**config.mk**
```make
export PLATFORM = sky130hd
export DESIGN_NAME = dp_xchg_unit
export DESIGN_NICKNAME = d
export VERILOG_FILES = /design/src/rtl/dpx_pkg.sv /design/src/rtl/dpx_decoder.sv /design/src/rtl/dpx_bank.sv /design/src/rtl/dpx_exec.sv /design/src/rtl/dp_xchg_unit.sv
export SDC_FILE = /design/constraint.sdc
export NUM_CORES = 1
export LEC_CHECK = 0
export ABC_AREA = 1
export BUFFER_PORTS_ARGS = -buffer_cell sky130_fd_sc_hd__buf_2
export CAP_MARGIN = 20
export CORE_MARGIN = 3
export CORE_UTILIZATION = 35
export DETAILED_ROUTE_END_ITERATION = 10
export HOLD_SLACK_MARGIN = 0.15
export PLACE_DENSITY = 0.64
export SYNTH_ARGS = -nofsm -noshare
export SYNTH_HDL_FRONTEND = slang
export SYNTH_SLANG_ARGS = --single-unit
```
**constraint.sdc**
```tcl
create_clock -name clk -period 2.7 [get_ports clk]
set_input_delay 0.405 -clock clk [delete_from_list [all_inputs] [get_ports clk]]
set_output_delay 0.405 -clock clk [all_outputs]
set_load 0.1 [all_outputs]
```
**src/rtl/dpx_pkg.sv**
```systemverilog
package dpx_pkg;

    localparam int NIB_W  = 4;
    localparam int OPC_W  = 8;
    localparam int N_WORK = 4;
    localparam int N_SAVE = 2;
    localparam int WSEL_W = $clog2(N_WORK);
    localparam int SSEL_W = (N_SAVE > 1) ? $clog2(N_SAVE) : 1;

    typedef logic [NIB_W-1:0] nib_t;

    typedef enum logic [3:0] {
        OP_NONE,
        OP_LDZ,
        OP_LHI,
        OP_INC,
        OP_DEC,
        OP_AC2DL,
        OP_DL2AC,
        OP_XAH,
        OP_XAW,
        OP_XHS,
        OP_XLS
    } op_e;

    typedef struct packed {
        op_e               op;
        nib_t              imm;
        logic [WSEL_W-1:0] wsel;
        logic [SSEL_W-1:0] ssel;
    } dec_t;

    typedef struct packed {
        nib_t ac;
        nib_t dph;
        nib_t dpl;
        logic zf;
    } core_t;

    function automatic dec_t decode_op(input logic [OPC_W-1:0] code);
        dec_t d;
        d.op   = OP_NONE;
        d.imm  = code[NIB_W-1:0];
        d.wsel = code[2 +: WSEL_W];
        d.ssel = code[SSEL_W-1:0];
        if (code[7:4] == 4'b1000)
            d.op = OP_LDZ;
        else if (code[7:4] == 4'b0100)
            d.op = OP_LHI;
        else if (code[7:4] == 4'b1110 && code[1:0] == 2'b00)
            d.op = OP_XAW;
        else if (code[7:1] == 7'b1111100)
            d.op = OP_XHS;
        else if (code[7:1] == 7'b1111110)
            d.op = OP_XLS;
        else begin
            case (code)
                8'hEE:   d.op = OP_INC;
                8'hEF:   d.op = OP_DEC;
                8'hF7:   d.op = OP_AC2DL;
                8'hE9:   d.op = OP_DL2AC;
                8'h23:   d.op = OP_XAH;
                default: d.op = OP_NONE;
            endcase
        end
        return d;
    endfunction

    function automatic nib_t nib_step(input nib_t v, input logic down);
        return down ? nib_t'(v - 1'b1) : nib_t'(v + 1'b1);
    endfunction

    function automatic logic nib_is_zero(input nib_t v);
        return (v == '0);
    endfunction

endpackage

```
**src/rtl/dpx_decoder.sv**
```systemverilog
module dpx_decoder
    import dpx_pkg::*;
(
    input  logic             valid,
    input  logic [OPC_W-1:0] code,
    output dec_t             dec
);

    always_comb begin
        dec = decode_op(code);
        if (!valid) dec.op = OP_NONE;
    end

endmodule

```
**src/rtl/dpx_bank.sv**
```systemverilog
module dpx_bank #(
    parameter int DEPTH = 2,
    parameter int W     = 4,
    parameter int SEL_W = 1
) (
    input  logic               clk,
    input  logic               rst,
    input  logic               we,
    input  logic [SEL_W-1:0]   sel,
    input  logic [W-1:0]       wdata,
    output logic [W-1:0]       rdata,
    output logic [DEPTH*W-1:0] flat
);

    logic [W-1:0] slot [DEPTH];

    for (genvar i = 0; i < DEPTH; i++) begin : g_slot
        always_ff @(posedge clk) begin
            if (rst)
                slot[i] <= '0;
            else if (we && sel == SEL_W'(i))
                slot[i] <= wdata;
        end
        assign flat[i*W +: W] = slot[i];
    end

    always_comb begin
        rdata = '0;
        for (int k = 0; k < DEPTH; k++)
            if (sel == SEL_W'(k)) rdata = slot[k];
    end

endmodule

```
**src/rtl/dpx_exec.sv**
```systemverilog
module dpx_exec
    import dpx_pkg::*;
(
    input  core_t cur,
    input  dec_t  dec,
    input  nib_t  w_rd,
    input  nib_t  h_rd,
    input  nib_t  l_rd,
    output core_t nxt,
    output logic  w_we,
    output logic  h_we,
    output logic  l_we,
    output nib_t  w_wd,
    output nib_t  h_wd,
    output nib_t  l_wd
);

    nib_t stepped;

    always_comb begin
        stepped = nib_step(cur.dpl, dec.op == OP_DEC);
        nxt  = cur;
        w_we = 1'b0;
        h_we = 1'b0;
        l_we = 1'b0;
        w_wd = cur.ac;
        h_wd = cur.dph;
        l_wd = cur.dpl;
        case (dec.op)
            OP_LDZ: begin
                nxt.dph = '0;
                nxt.dpl = dec.imm;
            end
            OP_LHI:   nxt.dph = dec.imm;
            OP_INC, OP_DEC: begin
                nxt.dpl = stepped;
                nxt.zf  = nib_is_zero(stepped);
            end
            OP_AC2DL: nxt.dpl = cur.ac;
            OP_DL2AC: begin
                nxt.ac = cur.dpl;
                nxt.zf = nib_is_zero(cur.dpl);
            end
            OP_XAH: begin
                nxt.ac  = cur.dph;
                nxt.dph = cur.ac;
            end
            OP_XAW: begin
                nxt.ac = w_rd;
                w_we   = 1'b1;
            end
            OP_XHS: begin
                nxt.dph = h_rd;
                h_we    = 1'b1;
            end
            OP_XLS: begin
                nxt.dpl = l_rd;
                l_we    = 1'b1;
            end
            default: ;
        endcase
    end

endmodule

```
**src/rtl/dp_xchg_unit.sv**
```systemverilog
module dp_xchg_unit
    import dpx_pkg::*;
(
    input  logic                    clk,
    input  logic                    rst,
    input  logic                    instr_valid,
    input  logic [OPC_W-1:0]        opcode,
    output logic [NIB_W-1:0]        ac_out,
    output logic [NIB_W-1:0]        dph_out,
    output logic [NIB_W-1:0]        dpl_out,
    output logic [N_WORK*NIB_W-1:0] work_regs,
    output logic [N_SAVE*NIB_W-1:0] save_hi,
    output logic [N_SAVE*NIB_W-1:0] save_lo,
    output logic                    zero_flag
);

    dec_t  dec;
    core_t core_q;
    core_t core_d;
    logic  w_we, h_we, l_we;
    nib_t  w_rd, h_rd, l_rd;
    nib_t  w_wd, h_wd, l_wd;

    dpx_decoder u_dec (
        .valid (instr_valid),
        .code  (opcode),
        .dec   (dec)
    );

    dpx_exec u_exec (
        .cur  (core_q),
        .dec  (dec),
        .w_rd (w_rd),
        .h_rd (h_rd),
        .l_rd (l_rd),
        .nxt  (core_d),
        .w_we (w_we),
        .h_we (h_we),
        .l_we (l_we),
        .w_wd (w_wd),
        .h_wd (h_wd),
        .l_wd (l_wd)
    );

    dpx_bank #(.DEPTH(N_WORK), .W(NIB_W), .SEL_W(WSEL_W)) u_work (
        .clk   (clk),
        .rst   (rst),
        .we    (w_we),
        .sel   (dec.wsel),
        .wdata (w_wd),
        .rdata (w_rd),
        .flat  (work_regs)
    );

    dpx_bank #(.DEPTH(N_SAVE), .W(NIB_W), .SEL_W(SSEL_W)) u_save_h (
        .clk   (clk),
        .rst   (rst),
        .we    (h_we),
        .sel   (dec.ssel),
        .wdata (h_wd),
        .rdata (h_rd),
        .flat  (save_hi)
    );

    dpx_bank #(.DEPTH(N_SAVE), .W(NIB_W), .SEL_W(SSEL_W)) u_save_l (
        .clk   (clk),
        .rst   (rst),
        .we    (l_we),
        .sel   (dec.ssel),
        .wdata (l_wd),
        .rdata (l_rd),
        .flat  (save_lo)
    );

    always_ff @(posedge clk) begin
        if (rst) core_q <= '0;
        else     core_q <= core_d;
    end

    assign ac_out    = core_q.ac;
    assign dph_out   = core_q.dph;
    assign dpl_out   = core_q.dpl;
    assign zero_flag = core_q.zf;

endmodule

```
==> results_dict.tcl, run 1 <==
set metrics [dict create \
    drc_errors 0 \
    r2r_start "dpl_out[2]$_SDFFE_PP0P_" \
    utilization_pct 46.7 \
    ys_ff_latch 45 \
    postCtsResizedCells 0 \
    cts_tree "yes" \
    io_buffers 55 \
    grt-ovfl-total 0 \
    die_w_um 94.5 \
    vias 2627 \
    syn-num-nets 363 \
    post_cts_buffers 0 \
    first_pass_iters 4 \
    endpoint_kind "flip-flop" \
    yosysWarnings 0 \
    whs_ps 393 \
    viasPerCell 4.93 \
    final_cell_mix "nand2_1 (72), nor2_1 (68), buf_2 (55), edfxtp_1 (32), inv_1 (29)" \
    root_buffer "clkbuf_8" \
    power.density_mw_per_mm2 466 \
    crit_top_cell "nand2_1" \
    hold_buffers 0 \
    numCtsBuffers 5 \
    wirelength_um 7680 \
    max_freq_mhz 413 \
    ios 56 \
    syn_inst 348 \
    r2r_cells 11 \
    min_delay_worst_endpoint "dph_out[3]$_SDFFE_PP0P_" \
    syn2layout_area_growth_pct 26.0 \
    fin_crit_sh_pct 89.6 \
    start_kind "input port" \
    start_util_pct 37.0 \
    fin_skew_ps 2.98 \
    grt_pass1_vias 2540 \
    finalSetupViolCount 0 \
    place_ws_ps -106 \
    core_mm2 0.00741 \
    leakagePower_nw 1.57 \
    final_common_cell "nand2_1" \
    layout_setup_ws_ps 280 \
    worst_pin_slew_ps 642 \
    setup_tns_ps 0 \
    die_area_mm2 0.00893 \
    worstPathCellList "buf_2 > inv_1 > nand2_1 > nor2_2 > inv_1 > nor2_4 > nor2_2 > nand3_2 > nand2_2 > nand2_1 > nor2_4 > ha_1 > a21oi_1 > nand2_1 > xor2_1 > inv_1 > nand4_1 > nand2_1 > nand4_1 > nand3_1 > nand2_1 > nor2_1" \
    worstPathArrival_ps 2660 \
    finalMaxSlewViolations 0 \
    yosysUniqueCellTypes 34 \
    worstPathRequired_ps 2940 \
    hpwl_um 6050 \
    worstReg2RegEnd "zero_flag$_SDFFE_PP0P_" \
    ant_nets 0 \
    worstHoldPathType "in2reg" \
    reg2reg_slack_ps 910 \
    rows 31 \
    grt_util_all_layers_pct 17.7 \
    critical-path-slowest-cell "ha_1" \
    critical_path_class "in2reg" \
    yosysSeqAreaShare_pct 44.5 \
    drv_cap 0 \
    status "finished, final reports clean" \
    rsz0062_at_grt "no" \
    final_nets 448 \
    grt_pass1_wl_um 12300 \
    synth_area_mm2 0.00274 \
    synth.avg_cell_area_um2 7.88 \
    antenna_found_initial 0 \
    clk_latency_ps 290 \
    h-tree-depth 2 \
    final_hold_viol_count 0 \
    worst_slew_margin_rel_pct 57.2 \
    die_h_um 94.5 \
    clk_path_buf_depth 2 \
    routabilityCongestion 0.906 \
    ir_drop_v 0.000349 \
    period_needed_ps 2420 \
    first_iter_violations 199 \
    routedWlPerCell_um 14.4 \
    hold_depth 2 \
    path_max_fanout 5 \
    numClockSinks 45 \
    clkTransAtPathRegs_ps 80 \
    drive_above_1_share_pct 30.6 \
    crit_path_max_incr_delay_ps 300 \
    antenna_cells 0 \
    grt_max_degree 23 \
    power_mw 1.61 \
    min_from "rst" \
]
==> report_power, final <==
part / leakage [nW] / switching [mW] / internal [mW]
Clock: 0.0585 / 0.222 / 0.302
Sequential: 0.435 / 0.0142 / 0.757
Combinational: 1.08 / 0.252 / 0.0653
Total: 1.57 / 0.488 / 1.12
==> Yosys cell counts, drive strengths merged <==
master	number	share of area [%]
a221o	2	0.73
o211ai	1	0.27
edfxtp	32	35
o21ai	29	5.4
nor2	81	14
nand3	26	6.4
xor2	2	0.64
a21oi	15	2.7
nand4	6	1.8
dfxtp	13	9.5
a22oi	1	0.27
a41oi	1	0.32
nor3	1	0.18
nand2	80	12
inv	42	5.7
o22ai	3	0.68
a31oi	1	0.23
fa	1	0.73
clkbuf	5	0.68
a221oi	2	0.64
ha	3	1.4
o21a	1	0.27
==> cell type report <==
type | count | area [um^2]
fillers | 756 | 3950
multi-input cells | 256 | 1350
flip-flops and latches | 45 | 1220
repair buffers | 83 | 485
inverters | 42 | 158
well taps | 99 | 124
clock buffers | 7 | 86.3
clock inverters | 1 | 30.0
==> flip-flops by register name, indices dropped and copies added, names as in the netlist <==
signal	cells
ac_out	4
zero_flag	1
dph_out	4
u_work.slot	16
u_save_l.slot	8
dpl_out	4
u_save_h.slot	8
==> worst max-delay path by stage <==
stage,from,to,slack [ps]
after detailed placement,opcode[4],zero_flag$_SDFFE_PP0P_,-110
after global routing,opcode[4],zero_flag$_SDFFE_PP0P_,20
after global placement,opcode[4],zero_flag$_SDFFE_PP0P_,3
final,opcode[4],zero_flag$_SDFFE_PP0P_,280
after floorplan,opcode[4],dpl_out[3]$_SDFFE_PP0P_,150
after CTS,opcode[4],zero_flag$_SDFFE_PP0P_,200
==> metrics by stage <==
| step | area (um^2) | instances |
|---|---|---|
| 6_report | 3460 | 533 |
| 4_1_cts | 3450 | 533 |
| 3_5_place_dp | 3330 | 525 |
| 3_3_place_gp | 3330 | 525 |
| 2_1_floorplan | 2740 | 348 |
| 5_1_grt | 3460 | 533 |
==> critical path, delay by kind of cell <==
family | cells | cell delay [ps]
AOI/OAI and AO/OA | 1 | 150
xor gates and xnor gates | 1 | 150
buffers and inverters | 4 | 330
adders and majority gates | 1 | 300
and+or+nand+nor | 15 | 1320
==> layer usage <==
| metal | routed length, um | track usage (%) |
|---|---|---|
| met5 | 0 | 0 |
| met1 | 3450 | 24.2 |
| met3 | 532 | 2.87 |
| met2 | 3500 | 28.3 |
| met4 | 209 | 6.37 |
==> kinds of logic (layout without fill, tap and decap cells) <==
logic type / count (synthesis) / in the layout / synth area share [%]
buf+inv: 47 / 133 / 6.43
xor+xnor: 2 / 2 / 0.639
simple gates: 194 / 194 / 34.7
fa+ha+maj: 4 / 4 / 2.10
flops: 45 / 45 / 44.5
compound gates: 56 / 56 / 11.6
Note: power is estimated with default switching activity, not from simulation.
==> run 2: changes to the inputs <==
- CORE_UTILIZATION: 35 -> 30
- PLACE_DENSITY: 0.64 -> 0.58
==> results_dict.tcl, run 2 (synthesis results as in run 1) <==
set metrics [dict create \
    grt_max_degree 23 \
    use_met2_pct 26.1 \
    clkTransAtPathRegs_ps 90 \
    switchingPower_mw 0.485 \
    final_nets 445 \
    worstHoldPathType "in2reg" \
    grt_pass1_vias 2525 \
    dpl_cell_area_mm2 0.00332 \
    final_area_mm2 0.00341 \
    die_area_mm2 0.0103 \
    crit_top_cell "nand2_1" \
    final_hold_viol_count 0 \
    ir_drop_v 0.000276 \
    largest_register_ffs 16 \
    viasPerCell 4.83 \
    worstPathArrival_ps 2660 \
    worst_pin_slew_ps 630 \
    start_kind "input port" \
    power_mw 1.48 \
    final_cell_mix "nand2_1 (72), nor2_1 (68), buf_2 (55), edfxtp_1 (32), inv_1 (29)" \
    path_max_fanout 5 \
    reg2reg_slack_ps 910 \
    syn2layout_area_growth_pct 24.2 \
    hpwl_um 6300 \
    cts_tree "yes" \
    first_pass_iters 4 \
    die_h_um 102 \
    period_needed_ps 2430 \
    worst_slew_margin_rel_pct 58.0 \
    rows 34 \
    h-tree-depth 2 \
    grt-busiest-layer "met2" \
    numClockSinks 45 \
    antenna_cells 0 \
    p_int_mw 1.00 \
    grtUsageMet1_pct 21.0 \
    dp.cells 531 \
    worstPathRequired_ps 2930 \
    first_iter_violations 138 \
    critical-path-slowest-cell "ha_1" \
    final_common_cell "nand2_1" \
    routabilityCongestion 0.907 \
    wirelength_um 7850 \
    die_w_um 102 \
    finalSetupViolCount 0 \
    clk_latency_ps 290 \
    fin_skew_ps 9.74 \
    root_buffer "clkbuf_8" \
    power.density_mw_per_mm2 436 \
    fin_crit_sh_pct 89.9 \
    reg.largest.list "u_work.slot: 16 flops, u_save_h.slot: 8 flops, u_save_l.slot: 8 flops" \
    regMostFlops "u_work.slot" \
    seq_power_share_pct 52.0 \
    vias 2606 \
    numCtsBuffers 5 \
    clk_path_buf_depth 2 \
    hold_buffers 0 \
    drive_above_1_share_pct 30.2 \
    leakagePower_nw 1.55 \
    core_mm2 0.00881 \
    clkPwrFrac_pct 26.9 \
    max_freq_mhz 412 \
    ant_nets 0 \
    utilization_pct 38.7 \
    min_delay_worst_endpoint "dpl_out[2]$_SDFFE_PP0P_" \
    ios 56 \
    min_from "rst" \
    drc_errors 0 \
    swShare_pct 32.7 \
    finalMaxSlewViolations 0 \
    status "finished, final reports clean" \
    grtUsageMet3_pct 2.27 \
    endpoint_kind "flip-flop" \
    hold_depth 2 \
    finalNonFillerCells 539 \
    crit_path_max_incr_delay_ps 300 \
    pwr-share-comb_pct 21.1 \
    drv_cap 0 \
    critical_path_class "in2reg" \
    routedWlPerCell_um 14.6 \
    r2r_start "dpl_out[2]$_SDFFE_PP0P_" \
    io_buffers 55 \
    worstPathCellList "buf_2 > inv_2 > nand2_1 > nor2_1 > nand2_2 > nand2_2 > nor2_4 > nand3_4 > nand2_8 > nand2_1 > nor2_2 > ha_1 > a21oi_1 > nand2_1 > xor2_1 > inv_1 > nand4_1 > nand2_1 > nand4_1 > nand3_1 > nand2_1 > nor2_1" \
    grt-ovfl-total 0 \
    rsz0062_at_grt "no" \
    start_util_pct 31.1 \
    grt_pass1_wl_um 12600 \
    r2r_cells 11 \
    antenna_found_initial 0 \
    grt_util_all_layers_pct 15.6 \
    worstReg2RegEnd "zero_flag$_SDFFE_PP0P_" \
]
-- run 2: worst max path at each step --
| stage | slack (ps) | from | to |
|---|---|---|---|
| 2_1_floorplan | 150 | opcode[4] | dpl_out[3]$_SDFFE_PP0P_ |
| 3_3_place_gp | -10 | opcode[3] | zero_flag$_SDFFE_PP0P_ |
| 3_5_place_dp | -80 | opcode[3] | zero_flag$_SDFFE_PP0P_ |
| 4_1_cts | 210 | opcode[3] | zero_flag$_SDFFE_PP0P_ |
| 5_1_grt | 9 | opcode[3] | dpl_out[3]$_SDFFE_PP0P_ |
| 6_report | 270 | opcode[3] | zero_flag$_SDFFE_PP0P_ |
-- run 2: timing repair --
item	CTS	global route
gates resized for setup	0	1
buffers inserted	0	0
setup endpoints to repair	0	2
-- run 2: power groups by stage --
stage	Combinational [mW]	Clock, mW	Sequential, mW
4_1_cts	0.315	0.413	0.772
6_report	0.314	0.399	0.772
2_1_floorplan	0.0798	0	0.937
3_5_place_dp	0.314	0	0.788
5_1_grt	0.331	0.444	0.774
3_3_place_gp	0.313	0	0.788
-- run 2: cell type report --
| cell class | count | area [um^2] |
|---|---|---|
| fill | 915 | 5400 |
| multi-input combinational | 256 | 1350 |
| sequential | 45 | 1220 |
| timing repair buffer | 80 | 463 |
| inverter | 42 | 158 |
| tap | 108 | 135 |
| clock buffer | 6 | 72.6 |
| clock inverter | 2 | 10.0 |
-- run 2: critical path, delay by kind of cell --
kind / cells / cell delay [ps]
fa+ha+maj: 1 / 300
buf+inv: 3 / 260
compound gates: 1 / 150
xor+xnor: 1 / 150
simple gates: 16 / 1380
-- run 2: through the flow --
stage | TNS [ps] | hold WS, ps | setup WS (ps)
6_report | 0 | 400 | 272
5_1_grt | 0 | 397 | 8.71
4_1_cts | 0 | 384 | 213
3_5_place_dp | -157 | 467 | -82.8
3_3_place_gp | -12.9 | 461 | -12.9
2_1_floorplan | 0 | 633 | 154
-- run 2: per-layer routing --
metal | wire length [um] | vias up
met3 | 385 | 10
met4 | 129 | 0
met5 | 0 | -
met1 | 3490 | 1204
li1 | - | 1314
met2 | 3850 | 78
